## config.mk

```make
export PLATFORM = sky130hd
export DESIGN_NAME = pwm_dither_gen
export DESIGN_NICKNAME = d
export VERILOG_FILES = /design/src/rtl/pwmd_pkg.sv /design/src/rtl/pwmd_shadow.sv /design/src/rtl/pwmd_timebase.sv /design/src/rtl/pwmd_compare.sv /design/src/rtl/pwm_dither_gen.sv
export SDC_FILE = /design/constraint.sdc
export NUM_CORES = 1
export LEC_CHECK = 0
export BUFFER_PORTS_ARGS = -buffer_cell sky130_fd_sc_hd__buf_2
export CORE_MARGIN = 4
export CORE_UTILIZATION = 40
export CTS_BUF_LIST = sky130_fd_sc_hd__clkbuf_8
export DETAILED_ROUTE_END_ITERATION = 16
export PLACE_DENSITY = 0.68
export SYNTH_ARGS = -nofsm -noshare
export SYNTH_HDL_FRONTEND = slang
export SYNTH_SLANG_ARGS = --single-unit
export TNS_END_PERCENT = 1
```

## constraint.sdc

```tcl
create_clock -name clk_i -period 4.81 [get_ports clk_i]
set_input_delay 0.7215 -clock clk_i [delete_from_list [all_inputs] [get_ports clk_i]]
set_output_delay 0.7215 -clock clk_i [all_outputs]
set_load 0.02 [all_outputs]
```

## src/rtl/pwmd_pkg.sv

```systemverilog
package pwmd_pkg;

    typedef enum logic [1:0] {
        ALIGN_OFF    = 2'b00,
        ALIGN_LEFT   = 2'b01,
        ALIGN_RIGHT  = 2'b10,
        ALIGN_CENTER = 2'b11
    } align_e;

endpackage

```

## src/rtl/pwmd_shadow.sv

```systemverilog
module pwmd_shadow
    import pwmd_pkg::*;
#(
    parameter int unsigned W = 11
) (
    input  logic         clk_i,
    input  logic         rst_ni,
    input  logic         load_i,
    input  logic [W-1:0] per_i,
    input  logic [W-1:0] duty_i,
    input  logic         dith_i,
    input  align_e       align_i,
    output logic [W-1:0] per_o,
    output logic [W-1:0] duty_o,
    output logic         dith_o,
    output align_e       align_o
);

    typedef struct packed {
        logic [W-1:0] per;
        logic [W-1:0] duty;
        logic         dith;
        align_e       align;
    } shd_t;

    shd_t s_d, s_q;

    always_comb begin
        s_d = s_q;
        if (load_i) begin
            s_d.per   = per_i;
            s_d.duty  = duty_i;
            s_d.dith  = dith_i;
            s_d.align = align_i;
        end
    end

    always_ff @(posedge clk_i or negedge rst_ni) begin
        if (!rst_ni) begin
            s_q <= '{per: '0, duty: '0, dith: 1'b0, align: ALIGN_OFF};
        end else begin
            s_q <= s_d;
        end
    end

    assign per_o   = s_q.per;
    assign duty_o  = s_q.duty;
    assign dith_o  = s_q.dith;
    assign align_o = s_q.align;

    // shadow contents change only in a cycle that was a load cycle
    a_r10_shadow_hold: assert property (@(posedge clk_i) disable iff (!rst_ni)
        !load_i |=> $stable(s_q));

endmodule

```

## src/rtl/pwmd_timebase.sv

```systemverilog
module pwmd_timebase #(
    parameter int unsigned W = 11
) (
    input  logic         clk_i,
    input  logic         rst_ni,
    input  logic         tick_i,
    input  logic         en_i,
    input  logic [W-1:0] lim_i,
    input  logic         center_i,
    input  logic         dith_i,
    output logic [W-1:0] cnt_o,
    output logic         half_o,
    output logic         wrap_o
);

    typedef struct packed {
        logic [W-1:0] cnt;
        logic         half;
    } tb_t;

    tb_t t_d, t_q;
    logic [W-1:0] lim_m1;
    logic         at_top;
    logic         at_zero;
    logic         end_full;

    assign lim_m1  = lim_i - 1'b1;
    assign at_top  = (t_q.cnt == lim_m1);
    assign at_zero = (t_q.cnt == '0);

    always_comb begin
        if (center_i) begin
            end_full = t_q.half && at_zero;
        end else begin
            end_full = at_top && (!dith_i || t_q.half);
        end
    end

    assign wrap_o = en_i && tick_i && end_full;

    always_comb begin
        t_d = t_q;
        if (!en_i) begin
            t_d.cnt  = '0;
            t_d.half = 1'b0;
        end else if (tick_i) begin
            if (center_i) begin
                if (!t_q.half) begin
                    if (at_top) begin
                        t_d.half = 1'b1;
                    end else begin
                        t_d.cnt = t_q.cnt + 1'b1;
                    end
                end else begin
                    if (at_zero) begin
                        t_d.half = 1'b0;
                    end else begin
                        t_d.cnt = t_q.cnt - 1'b1;
                    end
                end
            end else begin
                if (at_top) begin
                    t_d.cnt  = '0;
                    t_d.half = dith_i ? ~t_q.half : 1'b0;
                end else begin
                    t_d.cnt = t_q.cnt + 1'b1;
                end
            end
        end
    end

    always_ff @(posedge clk_i or negedge rst_ni) begin
        if (!rst_ni) begin
            t_q <= '{cnt: '0, half: 1'b0};
        end else begin
            t_q <= t_d;
        end
    end

    assign cnt_o  = t_q.cnt;
    assign half_o = t_q.half;

    // counter stays inside the active range
    a_r3_cnt_in_range: assert property (@(posedge clk_i) disable iff (!rst_ni)
        en_i |-> (t_q.cnt < lim_i));

    // a dithered edge-aligned wrap switches to the other half
    a_r3_half_flips: assert property (@(posedge clk_i) disable iff (!rst_ni)
        (en_i && tick_i && !center_i && dith_i && at_top) |=> (t_q.half != $past(t_q.half)));

    // no tick, no movement
    a_r11_hold_no_tick: assert property (@(posedge clk_i) disable iff (!rst_ni)
        (en_i && !tick_i) |=> $stable(t_q));

    // disabled counter sits at zero
    a_r2_held_zero: assert property (@(posedge clk_i) disable iff (!rst_ni)
        !en_i |=> (t_q.cnt == '0));

endmodule

```

## src/rtl/pwmd_compare.sv

```systemverilog
module pwmd_compare
    import pwmd_pkg::*;
#(
    parameter int unsigned W = 11
) (
    input  logic         clk_i,
    input  logic         rst_ni,
    input  logic         en_i,
    input  logic [W-1:0] cnt_i,
    input  logic         half_i,
    input  logic [W-1:0] duty_i,
    input  logic         dith_i,
    input  align_e       align_i,
    output logic         pwm_o
);

    typedef struct packed {
        logic pwm;
    } cmp_t;

    cmp_t c_d, c_q;
    logic [W-1:0] base;
    logic [W-1:0] cmp_val;
    logic         inc;
    logic         hit;

    assign base    = dith_i ? {1'b0, duty_i[W-1:1]} : duty_i;
    assign inc     = dith_i && half_i && duty_i[0];
    assign cmp_val = base + {{(W-1){1'b0}}, inc};
    assign hit     = (cnt_i >= cmp_val);

    always_comb begin
        c_d = c_q;
        if (!en_i) begin
            c_d.pwm = 1'b0;
        end else begin
            unique case (align_i)
                ALIGN_LEFT:   c_d.pwm = hit;
                ALIGN_CENTER: c_d.pwm = hit;
                ALIGN_RIGHT:  c_d.pwm = !hit;
                default:      c_d.pwm = 1'b0;
            endcase
        end
    end

    always_ff @(posedge clk_i or negedge rst_ni) begin
        if (!rst_ni) begin
            c_q <= '{pwm: 1'b0};
        end else begin
            c_q <= c_d;
        end
    end

    assign pwm_o = c_q.pwm;

    // a disabled channel drives low on the next cycle
    a_r2_off_low: assert property (@(posedge clk_i) disable iff (!rst_ni)
        !en_i |=> !pwm_o);

    // zero compare in left alignment gives a high output
    a_r6_zero_cmp_high: assert property (@(posedge clk_i) disable iff (!rst_ni)
        (en_i && align_i == ALIGN_LEFT && cmp_val == '0) |=> pwm_o);

    // right alignment is low once the counter reaches the compare value
    a_r8_right_low: assert property (@(posedge clk_i) disable iff (!rst_ni)
        (en_i && align_i == ALIGN_RIGHT && cnt_i >= cmp_val) |=> !pwm_o);

endmodule

```

## src/rtl/pwm_dither_gen.sv

```systemverilog
module pwm_dither_gen
    import pwmd_pkg::*;
#(
    parameter int unsigned W = 11
) (
    input  logic         clk_i,
    input  logic         rst_ni,
    input  logic         tick_i,
    input  logic [10:0]  period_i,
    input  logic [10:0]  duty_i,
    input  logic         dither_i,
    input  logic [1:0]   align_i,
    output logic         pwm_o
);

    logic [W-1:0] per_sh;
    logic [W-1:0] duty_sh;
    logic         dith_sh;
    align_e       align_sh;
    logic [W-1:0] lim;
    logic         en;
    logic         load;
    logic         wrap;
    logic [W-1:0] cnt;
    logic         half;

    assign lim  = dith_sh ? {1'b0, per_sh[W-1:1]} : per_sh;
    assign en   = (lim != '0) && (align_sh != ALIGN_OFF);
    assign load = !en || wrap;

    pwmd_shadow #(.W(W)) u_shadow (
        .clk_i   (clk_i),
        .rst_ni  (rst_ni),
        .load_i  (load),
        .per_i   (period_i),
        .duty_i  (duty_i),
        .dith_i  (dither_i),
        .align_i (align_e'(align_i)),
        .per_o   (per_sh),
        .duty_o  (duty_sh),
        .dith_o  (dith_sh),
        .align_o (align_sh)
    );

    pwmd_timebase #(.W(W)) u_timebase (
        .clk_i    (clk_i),
        .rst_ni   (rst_ni),
        .tick_i   (tick_i),
        .en_i     (en),
        .lim_i    (lim),
        .center_i (align_sh == ALIGN_CENTER),
        .dith_i   (dith_sh),
        .cnt_o    (cnt),
        .half_o   (half),
        .wrap_o   (wrap)
    );

    pwmd_compare #(.W(W)) u_compare (
        .clk_i   (clk_i),
        .rst_ni  (rst_ni),
        .en_i    (en),
        .cnt_i   (cnt),
        .half_i  (half),
        .duty_i  (duty_sh),
        .dith_i  (dith_sh),
        .align_i (align_sh),
        .pwm_o   (pwm_o)
    );

    // a high output always follows a cycle in which the channel was enabled
    a_r12_high_needs_en: assert property (@(posedge clk_i) disable iff (!rst_ni)
        pwm_o |-> $past(en));

    // a running channel reloads only on a full-period wrap
    a_r10_load_at_wrap: assert property (@(posedge clk_i) disable iff (!rst_ni)
        (en && load) |-> (tick_i && wrap));

endmodule

```

== Word-level counts from Yosys, hierarchy flattened ==
Cells that the tools add are included.
Cells by class
  add/subtract/negate cells: 4
  muxes and demuxes: 16
  reductions and logical operators: 18
  bitwise gates (word level): 1
  eq/ne operators: 8
  order comparisons: 1
Operators by type and width (count)
  11-bit two-way mux: 5
  12-bit two-way mux: 4
  11-bit by 1-bit subtractor with 11-bit output, second input constant: 2
  11-bit by 1-bit adder with 11-bit output: 1
  11-bit by 1-bit adder with 11-bit output, second input constant: 1
  11-bit == test: 1
  11-bit greater-or-equal comparator: 1
  11-bit zero test: 1
  11-bit nonzero test: 1
  4-bit != test, second input constant: 2
  1-bit logical AND: 7
  1-bit two-way mux: 6
  2-bit == test, second input constant: 2
  1-bit zero test: 3
  3-bit != test, second input constant: 1
  3-bit AND reduction: 1
  2-bit by 1-bit == test with 1-bit output, second input constant: 1
  1-bit logical OR: 2
  2-bit != test, second input constant: 1
  1-bit one-hot mux with 2 select lines: 1
  2-bit AND reduction: 1
  2-bit nonzero test: 1
  2-bit OR reduction: 1
  1-bit inverter: 1
Word-level totals
  bits of input ports: 28
  logic and storage cells: 55
  output and inout bits: 1
  register bits: 38

== Depth between registers and ports, before layout ==
Gate-level depths: netlist (run 1).
  depth in word-level cells: 8
  gate-level depth with buffers: 21
  gate-level depth less buffers: 17

== Cells and area by module ==
A second synthesis (run 1) with hierarchy kept.
Second synthesis, totals
  cell total of the unflattened synthesis: 358
  area total of the unflattened synthesis: 3452.1 um^2
By module, submodules not included
  pwmd_timebase: area an instance 1497.7 um^2, cells an instance 192, seq. area each 300.3 um^2, times used 1
  pwmd_shadow: area an instance 1033.5 um^2, cells an instance 53, seq. area each 625.6 um^2, times used 1
  pwmd_compare: area an instance 723.2 um^2, cells an instance 91, seq. area each 25.0 um^2, times used 1
  pwm_dither_gen: area an instance 197.7 um^2, cells an instance 22, seq. area each 0.0 um^2, times used 1

== Worst setup path after synthesis (run 1) ==
Ideal clock, no wire load.
  path kind: register to register
  from: register u_shadow.s_q, in the netlist u_shadow.dith_o
  to: register u_compare.c_q (netlist: u_compare.pwm_o)
  stages on the path, launching flop included: 20
  arrival time: 3917 ps
  setup slack: 752 ps
  period minus slack after synthesis: 4058 ps
  library setup time: 142 ps
  data required time: 4668 ps
  buffers on the path: 5
  path through: dfrtp_1 -> buf_6 -> buf_6 -> buf_2 -> clkbuf_1 -> buf_1 -> mux2_2 -> ha_1 -> ha_1 -> nand2_1 -> nor3_1 -> o211a_1 -> nand2_1 -> a311o_1 -> ha_1 -> nor4_1 -> o21ai_0 -> a211oi_1 -> o21a_1 -> nor3_1
Between the ends
  cells in the longest elaborated chain, start to end: 7
  elaborated cells between the ends (all ways): 11
  those cells by class: 1 x add/sub; 1 x order compare; 4 x mux; 5 x reduce/logical
RTL lines
  start: declaration: RTL line pwmd_shadow.sv:26  | shd_t s_d, s_q;
  start signal: assignment: RTL line pwmd_shadow.sv:40  | s_q <= '{per: '0, duty: '0, dith: 1'b0, align: ALIGN_OFF};
  1-bit logical AND (2 in series): RTL line pwmd_compare.sv:28  | assign inc = dith_i && half_i && duty_i[0];
  11-bit by 1-bit adder with 11-bit output: RTL line pwmd_compare.sv:29  | assign cmp_val = base + {{(W-1){1'b0}}, inc};
  11-bit greater-or-equal comparator: RTL line pwmd_compare.sv:30  | assign hit = (cnt_i >= cmp_val);
  1-bit zero test: RTL line pwmd_compare.sv:40  | ALIGN_RIGHT: c_d.pwm = !hit;
  1-bit one-hot mux with 2 select lines: RTL line pwmd_compare.sv:37  | unique case (align_i)
  1-bit two-way mux *: RTL line pwmd_compare.sv:34  | if (!en_i) begin
  named net u_compare.c_d: RTL line pwmd_compare.sv:21  | cmp_t c_d, c_q;
  end signal: assignment: RTL line pwmd_compare.sv:48  | c_q <= '{pwm: 1'b0};
  end: declaration: RTL line pwmd_compare.sv:21
The timed path passes the listed nets; every way through them passes the cells marked *.
A chain may end at the register's enable or synchronous reset.

== Worst setup path in the final report (run 1) ==
  from: register u_shadow.s_q, in the netlist u_shadow.dith_o
  to: register u_shadow.s_q, in the netlist u_shadow.dith_o
Between the ends
  cells in the longest elaborated chain, start to end: 7
  elaborated cells between the ends (all ways): 13
  those cells by class: 1 x add/sub; 1 x eq/ne; 2 x mux; 9 x reduce/logical
RTL lines
  11-bit two-way mux: RTL line pwm_dither_gen.sv:27  | assign lim = dith_sh ? {1'b0, per_sh[W-1:1]} : per_sh;
  11-bit by 1-bit subtractor with 11-bit output: RTL line pwmd_timebase.sv:27  | assign lim_m1 = lim_i - 1'b1;
  11-bit == test: RTL line pwmd_timebase.sv:28  | assign at_top = (t_q.cnt == lim_m1);
  1-bit logical AND: RTL line pwmd_timebase.sv:35  | end_full = at_top && (!dith_i || t_q.half);
  1-bit two-way mux: RTL line pwmd_timebase.sv:32  | if (center_i) begin
  1-bit logical AND: RTL line pwmd_timebase.sv:39  | assign wrap_o = en_i && tick_i && end_full;
  1-bit logical OR *: RTL line pwm_dither_gen.sv:29  | assign load = !en || wrap;
Mark *: on every way between the ends. The rest lies on a longest branch, timed or not.

==> impl_metrics.ini, run 1 <==
[status]
status = finished, final reports clean

[power]
p_per_area_mw_per_mm2 = 652
power.leakage_uw = 0.00165
vdd_ir_drop_max_mv = 0.210

[clocking]
insertion_delay_ns = 0.29
cts_buffers = 5
cts-root-buf = clkbuf_8
cts-hold-fix-buffers = 0
post_cts_buffers = 0
htree_levels = 2
cts_buffer_depth = 2
ctsResizeCount = 0
clk_pin_slew_ns = 0.08
cts_tree = done
clock_sinks = 38

[setup_path]
path_delay_family = compound AO/OA/AOI/OAI gates
start_kind = register
worst_path_max_delay_cell = dfrtp_2
reg2reg_from = u_shadow.dith_o
r2r_cells = 11
slowest_delay_ns = 0.60
critPathRequiredTime_ns = 4.99
startpoint = u_shadow.dith_o
path_depth = 11
crit_buf_inv = 0
worstPathMaxFanout = 26
crit_path_end = u_shadow.dith_o
critPathKind = reg2reg
crit_chain = nand2b_1 > a21boi_1 > ha_1 > xnor2_1 > nand3_1 > a221o_1 > a2111oi_2 > nand2_1 > o41ai_2 > a21oi_4 > mux2_1
critPathArrivalTime_ns = 4.11
reg2reg_to = u_shadow.dith_o
reg2reg_slack_ns = 0.88
endpoint_kind = register

[sta]
min_period_ns = 3.93
tightest_slew_ns = 1.16
slew_violations = 0
finalSetupTns_ns = 0
max_slew_margin_pct = 22.6
rsz0062_at_grt = no
fin_skew_ns = 0.00400
post-route-period-util_pct = 81.8
hold_violations = 0
setup_viol = 0
fmaxAchievable_ghz = 0.254

[job]
cap_violations = 0

[global_routing]
grt_use_total_pct = 17.5
grt_pass1_wl_mm = 14.1
antenna_found_initial = 0
grt_max_degree = 39
gr-total-overflow = 0
grt_pass1_vias = 2828

[synth]
syn-cell-area_mm2 = 0.00339
synthTopCellsByArea = dfrtp_1, mux2_4, ha_1, xnor2_1, a21oi_1
synth_nets = 427
synth_ff_type = dfrtp_1
yosys-top-cells-count = dfrtp_1, nand2_1, a21oi_1
synth-edff-count = 0
synthArstFlopShare_pct = 100
yosysSeqAreaShare_pct = 28.0
synth_top_area_share_pct = 28.0
synth_cells = 381
yosys_warnings = 0
ys_ff_latch = 38
avgSynthCellArea_um2 = 8.90
ys_types = 62
synth_most_common_cell = dfrtp_1
yosysTopAreaCell = dfrtp_1

[detailed_routing]
dr.pass1.iters = 5
vias = 2992
wl_per_cell_um = 17.0
viasPerCell = 5.98
ant_nets = 0
drc = 0
finalWirelength_mm = 8.48
dr.first_iter.drc_count = 132

[die]
rows = 33
ioPinCount = 29
start_util_pct = 41.3
design.core.area_mm2 = 0.00822
die_h_um = 100
die-area_mm2 = 0.0100
die_w_um = 100

[cells_and_area]
fin_nets = 440
fillers = 820
diodes = 0
final_cells = 500
areaGrowthSynthToFinish_pct = 7.38
drive_gt1_share_pct = 17.0

[placed_design]
io_buffers = 28
dpl.cell_count = 492
dp_hpwl_mm = 6.27
place.gp.congestion = 0.910

[worst_hold_path]
hold_class = in2async
[worst min-delay path by stage]
stage | end | slack (ns) | cells after the start
finish | u_timebase.cnt_o[1] | 0.54 | 1
global route | u_shadow.per_o[0] | 0.60 | 1
CTS | u_timebase.cnt_o[1] | 0.58 | 1
detailed placement | u_shadow.per_o[0] | 0.55 | 1
global placement | u_shadow.duty_o[0] | 0.56 | 1
floorplan | u_compare.pwm_o | 0.43 | 0
[worst register-to-register path, cell delays in order (launching register included)]
cell and delay [ns]:
dfrtp_2 0.60, nand2b_1 0.21, a21boi_1 0.26, ha_1 0.35
xnor2_1 0.18, nand3_1 0.10, a221o_1 0.33, a2111oi_2 0.40
nand2_1 0.15, o41ai_2 0.46, a21oi_4 0.36, mux2_1 0.42
[power breakdown]
| group | leakage [µW] | internal (µW) | switching, µW |
|---|---|---|---|
| registers | 0.000465 | 452 | 294 |
| logic | 0.00114 | 691 | 723 |
| clock network | 0.0000491 | 98.5 | 117 |
[state kept, by name, indices dropped and copies added, names as in the netlist]
register           cells
u_shadow.duty_o       11
u_timebase.cnt_o      11
u_shadow.align_o       2
u_shadow.per_o        11
u_shadow.dith_o        1
u_compare.pwm_o        1
u_timebase.half_o      1
[per-layer routing]
metal / wire length, µm / up-vias / share of wire, % / GRT usage (%)
li1: - / 1431 / - / -
met4: 88 / 0 / 1.0 / 4.35
met3: 511 / 9 / 6.0 / 2.57
met1: 3970 / 1444 / 47 / 24.5
met5: 0 / - / 0 / 0
met2: 3910 / 108 / 46 / 28.4
[cell usage in the layout (no fill, tap or decap), types with 7 or more instances in the layout]
cell type | Yosys | routed
o21ai_0 | 12 | 12
mux2i_1 | 7 | 7
nand2_1 | 30 | 30
nor3_1 | 19 | 19
and3_1 | 10 | 10
nor2_1 | 17 | 17
ha_1 | 18 | 18
mux2_4 | 19 | 19
nand3_1 | 13 | 13
buf_2 | 6 | 28
dfrtp_1 | 38 | 37
xnor2_1 | 17 | 17
a211oi_1 | 9 | 9
a21oi_1 | 23 | 23
a21o_1 | 8 | 8
inv_1 | 20 | 21
[cell type report]
type / count / area [µm²] / area share [%]
Clock buffer: 5 / 68.8 / 1.89
Clock inverter: 3 / 13.8 / 0.378
Inverter: 20 / 75.1 / 2.06
Multi-Input combinational cell: 299 / 2250 / 61.7
Sequential cell: 38 / 952 / 26.1
Tap cell: 105 / 131 / 3.61
Timing Repair Buffer: 30 / 155 / 4.26
[through the flow]
| step | worst slack (ns) | area, µm² | hold slack (ns) | util (%) | total power, µW |
|---|---|---|---|---|---|
| after floorplan | 0.752 | 3390 | 0.426 | - | 1850 |
| final | 0.877 | 3640 | 0.544 | 44.3 | 2380 |
| after detailed placement | 0.941 | 3560 | 0.554 | 43.3 | 2140 |
| after CTS | 0.909 | 3640 | 0.580 | 44.3 | 2370 |
| after global routing | 0.559 | 3640 | 0.595 | 44.3 | 2580 |
| after global placement | 1.03 | 3560 | 0.555 | 43.3 | 2110 |
[cells by family (layout without fill, tap and decap cells)]
family	Yosys count	after routing	synth area share, %
DFF	38	38	28.0
adders and majority gates	18	18	6.64
buffers and inverters	44	58	5.98
muxes	34	34	13.1
and+or+nand+nor	126	126	19.3
xor gates and xnor gates	19	19	4.91
AOI/OAI and AO/OA	102	102	22.0
Power figures use the tool's default switching activity.
==> inputs of run 2 (changes only) <==
--- a/config.mk
+++ b/config.mk
@@ -10,7 +10,7 @@
 export CORE_UTILIZATION = 40
 export CTS_BUF_LIST = sky130_fd_sc_hd__clkbuf_8
 export DETAILED_ROUTE_END_ITERATION = 16
-export PLACE_DENSITY = 0.68
+export PLACE_DENSITY = 0.7
 export SYNTH_ARGS = -nofsm -noshare
 export SYNTH_HDL_FRONTEND = slang
 export SYNTH_SLANG_ARGS = --single-unit
==> constraint.sdc (replaced) <==
create_clock -name clk_i -period 3.51 [get_ports clk_i]
set_input_delay 0.5265 -clock clk_i [delete_from_list [all_inputs] [get_ports clk_i]]
set_output_delay 0.5265 -clock clk_i [all_outputs]
set_load 0.02 [all_outputs]
==> run 2 against run 1 <==
  * Non-clock buffer count up 11
  * Largest cell class unchanged
  * Critical path depth is the same
  * Register-to-register slack worse by 0.72 ns
==> impl_metrics.ini, run 2 (same netlist as run 1, synthesis figures left out) <==
[status]
status = finished, final reports clean

[setup_path]
reg2reg_to = u_shadow.duty_o[1]
reg2reg_slack_ns = 0.16
critPathRequiredTime_ns = 3.70
crit_chain = nand2b_1 > a21boi_2 > ha_2 > o211ai_1 > or4_1 > o32ai_2 > nor2_2 > o41ai_4 > buf_4 > a21oi_4 > mux2_4
worst_path_max_delay_cell = or4_1
critPathArrivalTime_ns = 3.54
startpoint = u_shadow.dith_o
start_kind = register
crit_path_end = u_shadow.duty_o[1]
endpoint_kind = register
path_depth = 11
reg2reg_from = u_shadow.dith_o
worstPathMaxFanout = 13
path_delay_family = compound AO/OA/AOI/OAI gates
critPathKind = reg2reg
r2r_cells = 11
slowest_delay_ns = 0.55
crit_buf_inv = 1

[detailed_routing]
ant_nets = 0
vias = 3067
viasPerCell = 5.99
finalWirelength_mm = 9.15
wl_per_cell_um = 17.9
drc = 0
dr.first_iter.drc_count = 212
dr.pass1.iters = 4

[global_routing]
grt_pass1_vias = 3042
grt_max_degree = 39
met2_usage_pct = 31.1
grt_use_total_pct = 18.4
use_met1_pct = 23.5
gr-total-overflow = 0
grt_pass1_wl_mm = 14.8
grtUsageMet3_pct = 3.54
antenna_found_initial = 0
busiest_layer = met2

[cells_and_area]
final_cells = 512
final_common_cell = dfrtp_1
layout_common_cells = dfrtp_1, nand2_1, buf_2
areaGrowthSynthToFinish_pct = 13.2
diodes = 0
final_area_mm2 = 0.00384
drive_gt1_share_pct = 22.4
fin_nets = 452

[power]
power.leakage_uw = 0.00175
p_per_area_mw_per_mm2 = 905
vdd_ir_drop_max_mv = 0.347

[clocking]
htree_levels = 2
cts-root-buf = clkbuf_8
cts_buffer_depth = 2
cts-hold-fix-buffers = 0
insertion_delay_ns = 0.30
cts_tree = done
cts_buffers = 5
clk_pin_slew_ns = 0.08
clock_sinks = 38

[placed_design]
place.gp.congestion = 0.916
dpl.cell_count = 499
dpl-instance-area_mm2 = 0.00365
io_buffers = 28
dp_hpwl_mm = 6.31
preCtsSetupSlack_ns = 0.0400

[sta]
tightest_slew_ns = 0.878
hold_violations = 0
setup_viol = 0
rsz0062_at_grt = yes
max_slew_margin_pct = 41.4
whs_ns = 0.334
min_period_ns = 3.35
finalWorstSetupSlack_ns = 0.159
fmaxAchievable_ghz = 0.298
post-route-period-util_pct = 95.5
slew_violations = 0
fin_skew_ns = 0.00801

[die]
die_w_um = 100
rows = 33
ioPinCount = 29
start_util_pct = 41.3
die-area_mm2 = 0.0100
die_h_um = 100
design.core.area_mm2 = 0.00822

[job]
cap_violations = 0

[worst_hold_path]
hold_class = in2async
## run 2: layout make-up
cell class	count	area [µm²]
clock buffer	6	82.6
tap	105	131
timing repair buffer	41	241
multi-input combinational	300	2350
clock inverter	2	8.76
inverter	20	75.1
sequential	38	952
fill	779	4380
## run 2: timing repair
action                     CTS  global route
setup buffers                0             4
setup endpoints to repair    0            36
gates resized for setup      0            10
## run 2: how the worst min path moves through the flow
stage / end / slack [ns] / cells past startpoint
after floorplan: u_compare.pwm_o / 0.23 / 0
after global placement: u_shadow.align_o[1] / 0.54 / 1
after detailed placement: u_shadow.duty_o[0] / 0.54 / 1
after CTS: u_shadow.duty_o[7] / 0.37 / 1
after global routing: u_shadow.duty_o[7] / 0.41 / 1
final: u_shadow.duty_o[7] / 0.33 / 1
## run 2: metrics by stage
stage | total power [µW] | utilization (%) | setup TNS [ns]
after floorplan | 2630 | - | -0.00917
after global placement | 2940 | 44.5 | 0
after detailed placement | 3020 | 44.5 | 0
after CTS | 3370 | 45.6 | 0
after global routing | 3760 | 46.7 | -0.411
final | 3480 | 46.7 | 0
## run 2: power breakdown
part	switching [µW]	leakage (µW)	internal, µW	total (µW)
Combinational	1120	0.00123	1040	2150
Sequential	375	0.000465	620	995
Clock	171	0.0000524	156	326
Total	1660	0.00175	1810	3480
## run 2: routing by layer
layer | vias to the layer above | routed length [µm]
met2 | 104 | 4400
li1 | 1464 | -
met4 | 0 | 240
met1 | 1473 | 3930
met5 | - | 0
met3 | 26 | 584
